File: src/rtl/bwdec_pkg.sv
package bwdec_pkg;

   typedef enum logic [1:0] {
      ACC_FETCH = 2'b00,
      ACC_RD    = 2'b01,
      ACC_WR    = 2'b10,
      ACC_RD2   = 2'b11
   } acc_kind_e;

   localparam int DEF_LA_W   = 16;
   localparam int DEF_BA_W   = 15;
   localparam int DEF_N_CE   = 4;
   localparam int DEF_N_PE   = 4;
   localparam int DEF_EN_CYC = 4;
   localparam int DEF_WR_CYC = 6;
   localparam int DEF_BND_W  = 5;
   localparam logic [3:0] DEF_PE_BATT = 4'b0011;

endpackage

File: src/rtl/bwdec_map.sv
module bwdec_map
   import bwdec_pkg::*;
#(
   parameter int LA_W  = DEF_LA_W,
   parameter int BA_W  = DEF_BA_W,
   parameter int N_CE  = DEF_N_CE,
   parameter int N_PE  = DEF_N_PE,
   parameter int BND_W = DEF_BND_W,
   localparam int PA_W  = LA_W + 1,
   localparam int BLK_W = PA_W - BA_W,
   localparam int PE_W  = $clog2(N_PE),
   localparam int WIN_W = LA_W - PE_W
) (
   input  logic [LA_W-1:0]  addr,
   input  acc_kind_e        kind,
   input  logic             size_32k,
   input  logic             periph_sel,
   input  logic [BLK_W-1:0] rng_blk,
   input  logic [BND_W-1:0] prog_bound,
   output logic [BA_W-1:0]  ba,
   output logic [N_CE-1:0]  ce_sel_n,
   output logic [N_PE-1:0]  pe_sel_n,
   output logic             wr_ok,
   output logic             out_rng,
   output logic             is_wr
);

   logic             is_data;
   logic             peri;
   logic             prog_hit;
   logic [PA_W-1:0]  phys;
   logic [BLK_W-1:0] blk;
   logic [N_CE-1:0]  ce_32k;
   logic [N_CE-1:0]  ce_wide;

   assign is_data  = (kind != ACC_FETCH);
   assign is_wr    = (kind == ACC_WR);
   assign phys     = {is_data, addr};
   assign blk      = phys[PA_W-1 -: BLK_W];
   assign peri     = periph_sel & is_data;
   assign prog_hit = phys[PA_W-1 -: BND_W] < prog_bound;

   // one enable per 32K block
   for (genvar i = 0; i < N_CE; i++) begin : g_ce32
      assign ce_32k[i] = (blk != BLK_W'(i));
   end

   // 128K mode: enables 1 and 2 become address bits 16 and 15
   assign ce_wide = {1'b1, phys[PA_W-2], phys[PA_W-1], 1'b0};

   // peripheral windows on the top logical address bits
   for (genvar j = 0; j < N_PE; j++) begin : g_pe
      assign pe_sel_n[j] = !(peri && (addr[LA_W-1 -: PE_W] == PE_W'(j)));
   end

   assign out_rng = !peri && size_32k && (blk > rng_blk);

   always_comb begin
      if (peri) begin
         ce_sel_n = '1;
         ba       = BA_W'(addr[WIN_W-1:0]);
      end else begin
         ba = phys[BA_W-1:0];
         if (size_32k) ce_sel_n = out_rng ? '1 : ce_32k;
         else          ce_sel_n = ce_wide;
      end
   end

   assign wr_ok = is_wr && (peri || !prog_hit);

endmodule

File: src/rtl/bwdec_seq.sv
module bwdec_seq #(
   parameter int BA_W   = 15,
   parameter int N_CE   = 4,
   parameter int N_PE   = 4,
   parameter int EN_CYC = 4,
   parameter int WR_CYC = 6,
   localparam int WR_WIN  = WR_CYC + 2,
   localparam int MAX_WIN = (WR_WIN > EN_CYC) ? WR_WIN : EN_CYC,
   localparam int CNT_W   = $clog2(MAX_WIN + 1)
) (
   input  logic            clk,
   input  logic            rst_n,
   input  logic            pfail,
   input  logic            req_valid,
   input  logic            size_32k,
   input  logic [BA_W-1:0] dec_ba,
   input  logic [N_CE-1:0] dec_ce_n,
   input  logic [N_PE-1:0] dec_pe_n,
   input  logic            dec_wr_ok,
   input  logic            dec_out_rng,
   input  logic            dec_is_wr,
   output logic [BA_W-1:0] ba_q,
   output logic [N_CE-1:0] ce_q,
   output logic [N_PE-1:0] pe_q,
   output logic            rw_q,
   output logic            active,
   output logic            exp_q
);

   logic [CNT_W-1:0] cnt_q;
   logic [CNT_W-1:0] last_q;
   logic [CNT_W-1:0] cnt_nxt;
   logic             wr_q;
   logic             sz_q;
   logic             start;

   assign start   = req_valid && !active && !pfail && !dec_out_rng;
   assign cnt_nxt = cnt_q + 1'b1;

   always_ff @(posedge clk or negedge rst_n) begin
      if (!rst_n) begin
         active <= 1'b0;
         cnt_q  <= '0;
         last_q <= '0;
         ba_q   <= '0;
         ce_q   <= '1;
         pe_q   <= '1;
         rw_q   <= 1'b1;
         wr_q   <= 1'b0;
         sz_q   <= 1'b1;
         exp_q  <= 1'b0;
      end else if (pfail) begin
         active <= 1'b0;
         ce_q   <= '1;
         pe_q   <= '1;
         rw_q   <= 1'b1;
         exp_q  <= 1'b0;
      end else if (!active) begin
         exp_q <= req_valid && dec_out_rng;
         if (start) begin
            active <= 1'b1;
            cnt_q  <= '0;
            last_q <= dec_is_wr ? CNT_W'(WR_WIN - 1) : CNT_W'(EN_CYC - 1);
            ba_q   <= dec_ba;
            ce_q   <= dec_ce_n;
            pe_q   <= dec_pe_n;
            wr_q   <= dec_wr_ok;
            sz_q   <= size_32k;
            rw_q   <= 1'b1;
         end
      end else begin
         exp_q <= 1'b0;
         if (cnt_q == last_q) begin
            active <= 1'b0;
            ce_q   <= '1;
            pe_q   <= '1;
            rw_q   <= 1'b1;
         end else begin
            cnt_q <= cnt_nxt;
            rw_q  <= !(wr_q && (cnt_nxt <= CNT_W'(WR_CYC)));
         end
      end
   end

   AST_IDLE_QUIET: assert property (@(posedge clk) disable iff (!rst_n)
      !active |-> (&ce_q && &pe_q && rw_q));
   AST_EXP_NO_ACCESS: assert property (@(posedge clk) disable iff (!rst_n)
      exp_q |-> (!active && &ce_q));
   AST_PE_EXCLUDES_CE: assert property (@(posedge clk) disable iff (!rst_n)
      (active && !(&pe_q)) |-> &ce_q);
   AST_WR_BLOCKED: assert property (@(posedge clk) disable iff (!rst_n)
      (active && !wr_q) |-> rw_q);
   AST_STROBE_IN_WINDOW: assert property (@(posedge clk) disable iff (!rst_n)
      !rw_q |-> active);
   AST_HOLD_WHILE_BUSY: assert property (@(posedge clk) disable iff (!rst_n)
      (active && (cnt_q != last_q) && !pfail) |=>
         ($stable(ce_q) && $stable(pe_q) && $stable(ba_q)));
   AST_PFAIL_ABORT: assert property (@(posedge clk) disable iff (!rst_n)
      pfail |=> (!active && rw_q));
   AST_ONE_PE: assert property (@(posedge clk) disable iff (!rst_n)
      $onehot0(~pe_q));
   AST_ONE_CE: assert property (@(posedge clk) disable iff (!rst_n)
      (active && sz_q) |-> $onehot0(~ce_q));

endmodule

File: src/rtl/bwdec_top.sv
module bwdec_top
   import bwdec_pkg::*;
#(
   parameter int LA_W   = DEF_LA_W,
   parameter int BA_W   = DEF_BA_W,
   parameter int N_CE   = DEF_N_CE,
   parameter int N_PE   = DEF_N_PE,
   parameter int EN_CYC = DEF_EN_CYC,
   parameter int WR_CYC = DEF_WR_CYC,
   parameter int BND_W  = DEF_BND_W,
   parameter logic [N_PE-1:0] PE_BATT = DEF_PE_BATT,
   localparam int BLK_W = LA_W + 1 - BA_W
) (
   input  logic             clk,
   input  logic             rst_n,
   input  logic             req_valid,
   input  logic [1:0]       req_kind,
   input  logic [LA_W-1:0]  req_addr,
   input  logic             size_32k,
   input  logic             periph_sel,
   input  logic [BLK_W-1:0] rng_blk,
   input  logic [BND_W-1:0] prog_bound,
   input  logic             pfail,
   input  logic             batt,
   output logic [BA_W-1:0]  ba,
   output logic [N_CE-1:0]  ce_n,
   output logic [N_PE-1:0]  pe_n,
   output logic             rw_n,
   output logic             busy,
   output logic             exp_bus
);

   // elaboration-time parameter checks
   if (N_CE != (1 << BLK_W)) begin : g_bad_nce
      $error("bwdec_top: N_CE must equal the number of 32K blocks");
   end
   if (N_CE != 4) begin : g_bad_wide
      $error("bwdec_top: the 128K pin reuse needs exactly four chip enables");
   end
   if (N_PE != (1 << $clog2(N_PE)) || N_PE < 2) begin : g_bad_npe
      $error("bwdec_top: N_PE must be a power of two of at least 2");
   end
   if (BND_W > LA_W + 1) begin : g_bad_bnd
      $error("bwdec_top: boundary wider than the physical address");
   end
   if (EN_CYC < 1 || WR_CYC < 1) begin : g_bad_cyc
      $error("bwdec_top: window lengths must be positive");
   end

   logic [BA_W-1:0] d_ba;
   logic [N_CE-1:0] d_ce_n;
   logic [N_PE-1:0] d_pe_n;
   logic            d_wr_ok;
   logic            d_out_rng;
   logic            d_is_wr;
   logic [N_CE-1:0] ce_q;
   logic [N_PE-1:0] pe_q;
   logic            rw_q;

   bwdec_map #(
      .LA_W (LA_W), .BA_W (BA_W), .N_CE (N_CE), .N_PE (N_PE), .BND_W (BND_W)
   ) map_i (
      .addr       (req_addr),
      .kind       (acc_kind_e'(req_kind)),
      .size_32k   (size_32k),
      .periph_sel (periph_sel),
      .rng_blk    (rng_blk),
      .prog_bound (prog_bound),
      .ba         (d_ba),
      .ce_sel_n   (d_ce_n),
      .pe_sel_n   (d_pe_n),
      .wr_ok      (d_wr_ok),
      .out_rng    (d_out_rng),
      .is_wr      (d_is_wr)
   );

   bwdec_seq #(
      .BA_W (BA_W), .N_CE (N_CE), .N_PE (N_PE), .EN_CYC (EN_CYC), .WR_CYC (WR_CYC)
   ) seq_i (
      .clk         (clk),
      .rst_n       (rst_n),
      .pfail       (pfail),
      .req_valid   (req_valid),
      .size_32k    (size_32k),
      .dec_ba      (d_ba),
      .dec_ce_n    (d_ce_n),
      .dec_pe_n    (d_pe_n),
      .dec_wr_ok   (d_wr_ok),
      .dec_out_rng (d_out_rng),
      .dec_is_wr   (d_is_wr),
      .ba_q        (ba),
      .ce_q        (ce_q),
      .pe_q        (pe_q),
      .rw_q        (rw_q),
      .active      (busy),
      .exp_q       (exp_bus)
   );

   // chip enables are all battery-backed
   for (genvar i = 0; i < N_CE; i++) begin : g_ce_out
      assign ce_n[i] = ce_q[i] | pfail | batt;
   end

   // peripheral enables: battery forcing only where PE_BATT marks it
   for (genvar j = 0; j < N_PE; j++) begin : g_pe_out
      if (PE_BATT[j]) begin : g_bk
         assign pe_n[j] = pe_q[j] | pfail | batt;
      end else begin : g_nb
         assign pe_n[j] = pe_q[j] | pfail;
      end
   end

   assign rw_n = rw_q | pfail;

endmodule

File: config.mk
export PLATFORM = sky130hd
export DESIGN_NAME = bwdec_top
export DESIGN_NICKNAME = d
export VERILOG_FILES = /design/src/rtl/bwdec_pkg.sv /design/src/rtl/bwdec_map.sv /design/src/rtl/bwdec_seq.sv /design/src/rtl/bwdec_top.sv
export SDC_FILE = /design/constraint.sdc
export NUM_CORES = 1
export LEC_CHECK = 0
export ABC_CLOCK_PERIOD_IN_PS = 3000
export BUFFER_PORTS_ARGS = -buffer_cell sky130_fd_sc_hd__buf_2
export CAP_MARGIN = 20
export CORE_MARGIN = 5
export CORE_UTILIZATION = 40
export CTS_CLUSTER_SIZE = 30
export DETAILED_ROUTE_END_ITERATION = 12
export PLACE_DENSITY = 0.69
export SLEW_MARGIN = 10
export SYNTH_ARGS = -nofsm -noshare
export SYNTH_HDL_FRONTEND = slang
export SYNTH_SLANG_ARGS = --single-unit
File: constraint.sdc
create_clock -name clk -period 3 [get_ports clk]
set_input_delay 0.45 -clock clk [delete_from_list [all_inputs] [get_ports clk]]
set_output_delay 0.45 -clock clk [all_outputs]
set_load 0.02 [all_outputs]
Yosys cells after proc, flatten, opt, wreduce, memory -nomap -nowiden. Index checks and enable logic that the tools add are counted. Widths: inputs -> output; s select.

Multiplexer cells: 25. Div/mod/pow operators: 0. $add $sub $neg: 1. Multiply operators: 0. Shift-type cells: 0. Equal/unequal tests: 10. Bitwise logic cells: 18. Order comparisons: 3. Reductions and logical operators: 31.

Operators by type and width (count): $mux 4 (13); $mux 15 (1); $or 1x1->1 (15); $logic_and 1x1->1 (12); $logic_not 1->1 (10); $mux 1 (10); $eq 2x2->1 const B (3); $ne 2x2->1 const B (3); $reduce_and 3->1 (2); $reduce_bool 2->1 (3); $lt 5x5->1 (1); $add 4x1->4 const B (1); $eq 4x4->1 (1); $le 4x3->1 const B (1); $mux 3 (1); $ne 3x3->1 const B (1); $reduce_bool 3->1 (1); $eq 2x1->1 const B (1); $gt 2x2->1 (1); $logic_not 2->1 (1); $ne 2x1->1 const B (1); $not 1->1 (2); $reduce_and 2->1 (1); $and 1x1->1 (1); $logic_or 1x1->1 (1).

Memory bits (writable): 0. Bits in read-only memories: 0. Bits in latches: 0. Memories kept: 0. Word-level logic and storage cells: 97. Input port bits: 32. Register bits: 35.

Logic depth before layout (Yosys ltp). Gate-level depths: netlist of run 1.

Depth in word-level cells: 11. Mapped depth: 9.

Hierarchy. A second synthesis of run 1 with hierarchy kept.

Cells, all modules: 224. Area, all modules: 1995.7 um2.

Modules (own cells, without submodules): bwdec_seq (seq. area each 837.1 um2, instances 1, area an instance 1552.7 um2, cells each 159); bwdec_map (seq. area each 0.0 um2, instances 1, area an instance 386.6 um2, cells each 56); bwdec_top (seq. area each 0.0 um2, instances 1, area an instance 56.3 um2, cells each 9).

Worst setup path before layout of run 1. No wires, ideal clock.

Path type: in2reg. From: input port req_kind[1]. To: register seq_i.ba_q[10]. Setup time: 0.125 ns. Path slack: 0.759 ns. Stages: 9. Required time: 2.875 ns. Arrival time: 2.116 ns. Cells stage by stage: nor2_1 -> inv_1 -> ha_1 -> a21boi_0 -> o21ai_1 -> o21bai_1 -> buf_4 -> buf_6 -> mux2_2.

Word-level cells in the longest chain between the ends: 8.

Ends and longest elaborated chain: start: declaration (line bwdec_top.sv:17) `input logic [1:0] req_kind,`; $reduce_bool 2->1 * (line bwdec_map.sv:36) `assign is_data = (kind != ACC_FETCH);`; $and 1x1->1 (line bwdec_map.sv:40) `assign peri = periph_sel & is_data;`; $logic_not 1->1 (line bwdec_map.sv:56) `assign out_rng = !peri && size_32k && (blk > rng_blk);`; $logic_and 1x1->1 (line bwdec_map.sv:56); $logic_and 1x1->1 * (line bwdec_map.sv:56); $logic_not 1->1 * (line bwdec_seq.sv:37) `assign start = req_valid && !active && !pfail && !dec_out_rng;`; $logic_and 1x1->1 * (line bwdec_seq.sv:37); $reduce_and 3->1 (no line) *; end signal: assignment (line bwdec_seq.sv:45) `ba_q <= '0;`; end signal: assignment (line bwdec_seq.sv:64) `ba_q <= dec_ba;`; end: declaration (line bwdec_seq.sv:22) `output logic [BA_W-1:0] ba_q,`.

Mark *: on every way between the ends. The rest lies on a longest branch, timed or not. A chain may end at the register's enable or synchronous reset.

Final worst setup path of run 1.
From: input port req_kind[1]. To: register seq_i.ba_q[4].

Same word-level chain as after synthesis.

==> results of run 1 <==
-- how the worst max path moves through the flow --
stage | start | end | slack (ps)
final | req_kind[1] | seq_i.ba_q[4] | 760
after global routing | req_kind[1] | seq_i.ba_q[11] | 610
after CTS | req_kind[1] | seq_i.ba_q[0] | 800
after detailed placement | req_kind[1] | seq_i.ba_q[11] | 480
after global placement | req_kind[1] | seq_i.ba_q[12] | 550
after floorplan | req_kind[1] | seq_i.ba_q[10] | 760
-- layout make-up --
type / count / area (um2) / area share
repair buffers: 58 / 293 / 0.136
well taps: 50 / 62.6 / 0.0290
flip-flops and latches: 33 / 837 / 0.388
clock buffers: 6 / 72.6 / 0.0336
clock inverters: 2 / 35.0 / 0.0162
inverters: 13 / 48.8 / 0.0226
multi-input cells: 98 / 808 / 0.375
-- registers in the layout (all words and copies together), names as in the netlist --
register	count
seq_i.active	1
seq_i.pe_q	4
seq_i.ba_q	15
seq_i.last_q	2
seq_i.wr_q	1
seq_i.rw_q	1
seq_i.exp_q	1
seq_i.ce_q	4
seq_i.cnt_q	4
-- cell families after synthesis --
kind of cell             Yosys count  synth area share
XOR/XNOR                           3            0.0153
multiplexers                      17             0.111
flip-flops                        33             0.489
adder cells (fa/ha/maj)            8            0.0584
AO/OA/AOI/OAI                     32             0.164
buffers and inverters             16            0.0416
AND/OR/NAND/NOR                   38             0.121
-- worst max-delay path, cell delays in order --
cell and delay (ps):
buf_2 120, nor2_1 220, inv_1 130, ha_1 290
a21boi_0 230, o21ai_1 180, o21bai_2 160, buf_4 260
mux2_2 360
-- power breakdown --
group	internal, W	leakage [nW]	switching, W
combinational	0.000173	0.561	0.000206
clock	0.000246	0.0552	0.000162
sequential	0.000533	0.387	0.0000657
total	0.000953	1.00	0.000434
-- stage by stage --
stage          cell area, um2  hold slack, ps
6_report                 2160             217
5_1_grt                  2160             277
4_1_cts                  2160             231
3_5_place_dp             2050             477
3_3_place_gp             2050             471
2_1_floorplan            1710             154
-- cells in the final DEF (no fill, tap or decap), drive strengths merged, types with 2 or more instances in the layout --
master and count:
a211o 3, a211oi 2, a21boi 3, a221o 2
a2bb2oi 5, buf 58, clkbuf 6, dfrtp 24
dfstp 9, ha 8, inv 13, mux2 16
nand2 8, nand2b 3, nand3 3, nor2 3
nor2b 4, nor3 2, o21ai 3, o21bai 2
o22a 4, or2 3, or3 8, xor2 2
-- routing by layer --
layer	vias up	routed length (um)	global-route usage
met3	5	388	0.0607
li1	657	-	-
met4	0	60	0.0641
met5	-	0	0
met1	604	1740	0.197
met2	55	1510	0.215
==> key figures, run 1 <==
Outcome
  – Status: finished clean

Layout
  – Area delta synth->final: 25.9%
  – Share of layout cells above drive strength 1: 0.486
  – Layout Nets: 249
  – Fill count: 373
  – Non-Filler Instances: 260
  – Antenna diode count: 0
  – Finished Core Util: 0.528

CTS
  – Post_cts resized: 0
  – Hold buffer count at CTS: 0
  – Clk slew on worst S/H paths: 70 ps
  – Worst-skew pair later-pin latency: 290 ps
  – Max Buffers Root-to-Sink: 2
  – H-tree levels: 2
  – CTS tree: done
  – CTS sink count: 33
  – Clk root buf: clkbuf_8
  – Post CTS Setup Buffer Count: 0
  – CTS buffer count: 5

Floorplan
  – Vert. Die Dim: 75.4 um
  – Die width: 75.4 um
  – Effective utilization at floorplan: 0.419
  – CORE AREA: 0.00409 mm2
  – I/O pin count: 58
  – Die area: 0.00569 mm2
  – Row count: 23

Placement
  – I/O Buffers: 57
  – GP Congestion: 0.820
  – DP Worst Slack: 482 ps
  – Placed wire-length estimate: 2.78 mm
  – Placed cell count: 252

STA
  – Final hold vios: 0
  – Period utilization: 0.747
  – Final setup TNS: 0 ps
  – Max Slew Vio Count: 0
  – Setup-failing EPs final: 0
  – Achievable Freq: 446 MHz
  – Min Tclk post-route: 2240 ps
  – PnR worst setup slack: 760 ps
  – RSZ-0062 raised after global routing: false
  – Worst slew margin: 0.521
  – Worst clock skew: 5.44 ps
  – Worst-margin pin slew: 719 ps

GRT
  – GRT Total Usage: 0.149
  – Pin count of the biggest net entering global routing: 34
  – Global-route wire length before repair: 6.26 mm
  – Vias in the first global route: 1362
  – GRT Residual Overflow: 0
  – Antenna violations before repair: 0

Route
  – DRC Markers: 0
  – Antenna Nets Post-Route: 0
  – Wirelength per Cell: 14.2 um
  – Drt first pass iters: 4
  – Vias: 1321
  – DRT iter0 DRCs: 63
  – Via/cell ratio: 5.08
  – Total Wirelength: 3.70 mm

Yosys
  – Net Count, Synth: 187
  – Cell count after synthesis: 147
  – Post-Syn Area: 0.00171 mm2
  – Register area share after synthesis: 0.489
  – Most frequent cells after synthesis: 24 x dfrtp_1, 16 x mux2_2, 13 x inv_1
  – Yosys reg bits: 33
  – Share of the synthesized area in the top cell type: 0.351
  – Total number of yosys warnings: 0
  – Area leader, netlist: dfrtp_1
  – Largest cells by area after synthesis: dfrtp_1 35%, dfstp_2 14%, mux2_2 11%
  – Synth Flop Type: dfrtp_1
  – Top-count cell post-synth: dfrtp_1
  – Async SR Flop Fraction: 1.00
  – Post-synth EDFFs: 0
  – Unique masters post-synth: 43
  – Average size of a mapped cell: 11.7 um2

Worst setup path
  – Critical path launch point type: input pin
  – Worst Path Required: 3170 ps
  – FF-to-FF setup slack: 1130 ps
  – Reg2Reg Depth: 4
  – Setup crit end kind: flip-flop
  – WP data arrival: 2410 ps
  – Crit Path Max Fanout: 19
  – R2R Path Start: seq_i.cnt_q[0]
  – R2r endpoint: seq_i.cnt_q[0]
  – Crit Path Class: input pin to flip-flop

Power and ir drop
  – Maximum vdd ir drop: 0.000442 V
  – Design Power: 0.00139 W
  – PwrDens: 643 mW/mm2
  – LEAKAGE: 1.00 nW

Job
  – Max cap viols: 0

Hold path
  – Hold Crit Class: input pin to asynchronous set/reset pin
Note: power is estimated with default switching activity, not from simulation.
==> run 2, diff against run 1 <==
ABC_CLOCK_PERIOD_IN_PS = 2000   (was 3000)
PLACE_DENSITY = 0.71   (was 0.69)
clock period = 2 ns   (was 3 ns; I/O delays follow)
==> run 2 against run 1 <==
  * Power grew 52%
  * Flip-flop and latch count unchanged
  * Utilization up 2.3 points
  * Via count grew 4.8%
==> key figures, run 2 (synthesis gave the netlist of run 1 again) <==
STA
  – Max Slew Vio Count: 0 (unchanged)
  – Final hold vios: 0 (unchanged)
  – Fin Hold WS: 66.8 ps (-151 ps)
  – Min Tclk post-route: 1840 ps
  – PnR worst setup slack: 156 ps (-604 ps)
  – Period utilization: 0.922
  – Worst slew margin: 0.536 (+0.0158)
  – RSZ-0062 raised after global routing: false
  – Worst-margin pin slew: 696 ps (-23.7 ps)
  – Achievable Freq: 542 MHz
  – Worst clock skew: 1.33 ps (-4.11 ps)
  – Setup-failing EPs final: 0 (unchanged)

Route
  – Drt first pass iters: 4 (unchanged)
  – Antenna Nets Post-Route: 0 (unchanged)
  – Via/cell ratio: 5.13 (+0.96%)
  – DRC Markers: 0 (unchanged)
  – Vias: 1385 (+4.8%)
  – Wirelength per Cell: 14.1 um (-0.97%)
  – Total Wirelength: 3.80 mm (+2.8%)
  – DRT iter0 DRCs: 69 (+9.5%)

CTS
  – Worst-skew pair later-pin latency: 280 ps (about the same)
  – CTS tree: done
  – Hold buffer count at CTS: 0 (unchanged)
  – Post_cts resized: 0 (unchanged)
  – Max Buffers Root-to-Sink: 2 (unchanged)
  – CTS buffer count: 5 (unchanged)
  – CTS sink count: 33 (unchanged)
  – H-tree levels: 2 (unchanged)
  – Clk root buf: clkbuf_8
  – Clk slew on worst S/H paths: 60 ps (about the same)
  – Post CTS Setup Buffer Count: 0 (unchanged)

Layout
  – Fill count: 374 (+0.27%)
  – Multi-input combinational cell area: 811 um2 (+0.31%)
  – Most frequent cells in the layout: 57 x buf_2, 24 x dfrtp_1, 16 x mux2_2, 13 x inv_1, 11 x buf_4
  – Largest register FFs: 15 (unchanged)
  – Layout Nets: 260 (+4.4%)
  – Antenna diode count: 0 (unchanged)
  – Largest Register: seq_i.ba_q
  – Area delta synth->final: 31.4%
  – Non-Filler Instances: 270 (+3.8%)
  – Register area: 837 um2 (unchanged)
  – Share of layout cells above drive strength 1: 0.518 (+0.0325)
  – Most common cell after layout, fill and taps aside: buf_2

GRT
  – GRT Residual Overflow: 0 (unchanged)
  – Vias in the first global route: 1392 (+2.2%)
  – Pin count of the biggest net entering global routing: 34 (unchanged)
  – GRT Total Usage: 0.152 (+0.00299)
  – Antenna violations before repair: 0 (unchanged)
  – Global-route wire length before repair: 6.42 mm (+2.5%)

Floorplan
  – Vert. Die Dim: 75.4 um (unchanged)
  – Effective utilization at floorplan: 0.419 (unchanged)
  – Row count: 23 (unchanged)
  – CORE AREA: 0.00409 mm2 (unchanged)
  – I/O pin count: 58 (unchanged)
  – Die area: 0.00569 mm2 (unchanged)
  – Die width: 75.4 um (unchanged)

Power and ir drop
  – Clk pwr share: 0.279 (-0.016)
  – Power Internal: 0.00146 W (+53%)
  – PwrDens: 939 mW/mm2 (+46%)
  – Seq pwr share: 0.415 (-0.017)
  – Switch share: 0.309 (-0.00397)
  – Maximum vdd ir drop: 0.000533 V (+21%)
  – Logic gate share of total power: 0.306 (+0.033)
  – LEAKAGE: 1.06 nW (+5.7%)
  – P_sw: 0.000653 W (+50%)

Job
  – Max cap viols: 0 (unchanged)

Worst setup path
  – Reg2Reg Depth: 4 (unchanged)
  – Crit Path Class: input pin to flip-flop
  – FF-to-FF setup slack: 240 ps (-890 ps)
  – R2r endpoint: seq_i.cnt_q[0]
  – Worst Path Required: 2160 ps (-1010 ps)
  – Crit Path Max Fanout: 5 (-14)
  – Setup crit end kind: flip-flop
  – WP data arrival: 2010 ps (-400 ps)
  – Critical path launch point type: input pin
  – R2R Path Start: seq_i.cnt_q[0]

Placement
  – GP Congestion: 0.805 (-1.9%)
  – Placed cell count: 263 (+4.4%)
  – Placed wire-length estimate: 2.95 mm (+6.1%)
  – DP Worst Slack: -127 ps (-609 ps)
  – I/O Buffers: 57 (unchanged)

Hold path
  – Hold Crit Class: input pin to asynchronous set/reset pin

Outcome
  – Status: finished clean
-- run 2: cell count changes in the layout (fill, tap and decap cells not counted) --
cell	delta
buf_4	+10
a21boi_0	-1
nor2_2	+1
nor2_1	-1
clkbuf_1	-1
buf_12	+1
a21boi_1	+1
-- run 2: worst max-delay path, cell delays in order --
cell,delay (ps)
buf_2,110
nor2_2,120
inv_1,70
ha_1,280
nor2b_1,150
o221ai_1,320
o21bai_1,230
a221o_2,430
-- run 2: worst max path at each step --
| stage | start | end | slack, ps |
|---|---|---|---|
| finish | req_kind[1] | seq_i.cnt_q[1] | 160 |
| global route | req_kind[1] | seq_i.cnt_q[3] | 40 |
| CTS | req_kind[1] | seq_i.cnt_q[1] | 160 |
| detailed placement | req_kind[1] | seq_i.cnt_q[1] | -130 |
| global placement | req_kind[1] | seq_i.cnt_q[1] | -60 |
| floorplan | req_kind[1] | seq_i.ba_q[10] | 20 |
-- run 2: power by group through the flow --
stage / Clock (W) / Sequential (W) / Combinational [W]
after CTS: 0.000610 / 0.000879 / 0.000654
after global routing: 0.000649 / 0.000898 / 0.000712
after detailed placement: 0 / 0.000887 / 0.000652
final: 0.000590 / 0.000877 / 0.000646
after floorplan: 0 / 0.00100 / 0.000278
after global placement: 0 / 0.000886 / 0.000638
-- run 2: final cells by class --
cell class              count  area share
flip-flops and latches     33       0.372
multi-input cells          98       0.360
repair buffers             69       0.172
clock buffers               5      0.0306
well taps                  50      0.0278
inverters                  13      0.0217
clock inverters             2      0.0156
-- run 2: per-layer routing --
metal / up-vias / share of wire / global-route usage
met3: 5 / 0.092 / 0.0501
met1: 642 / 0.46 / 0.200
met2: 55 / 0.43 / 0.222
li1: 683 / - / -
met5: - / 0 / 0
met4: 0 / 0.018 / 0.0757
-- run 2: metrics by stage --
| step | area [um2] | util | setup TNS, ps | total power (W) |
|---|---|---|---|---|
| 3_5_place_dp | 2150 | 0.525 | -929 | 0.00154 |
| 2_1_floorplan | 1720 | - | 0 | 0.00128 |
| 3_3_place_gp | 2150 | 0.525 | -165 | 0.00152 |
| 4_1_cts | 2250 | 0.551 | 0 | 0.00214 |
| 6_report | 2250 | 0.551 | 0 | 0.00211 |
| 5_1_grt | 2250 | 0.551 | 0 | 0.00226 |
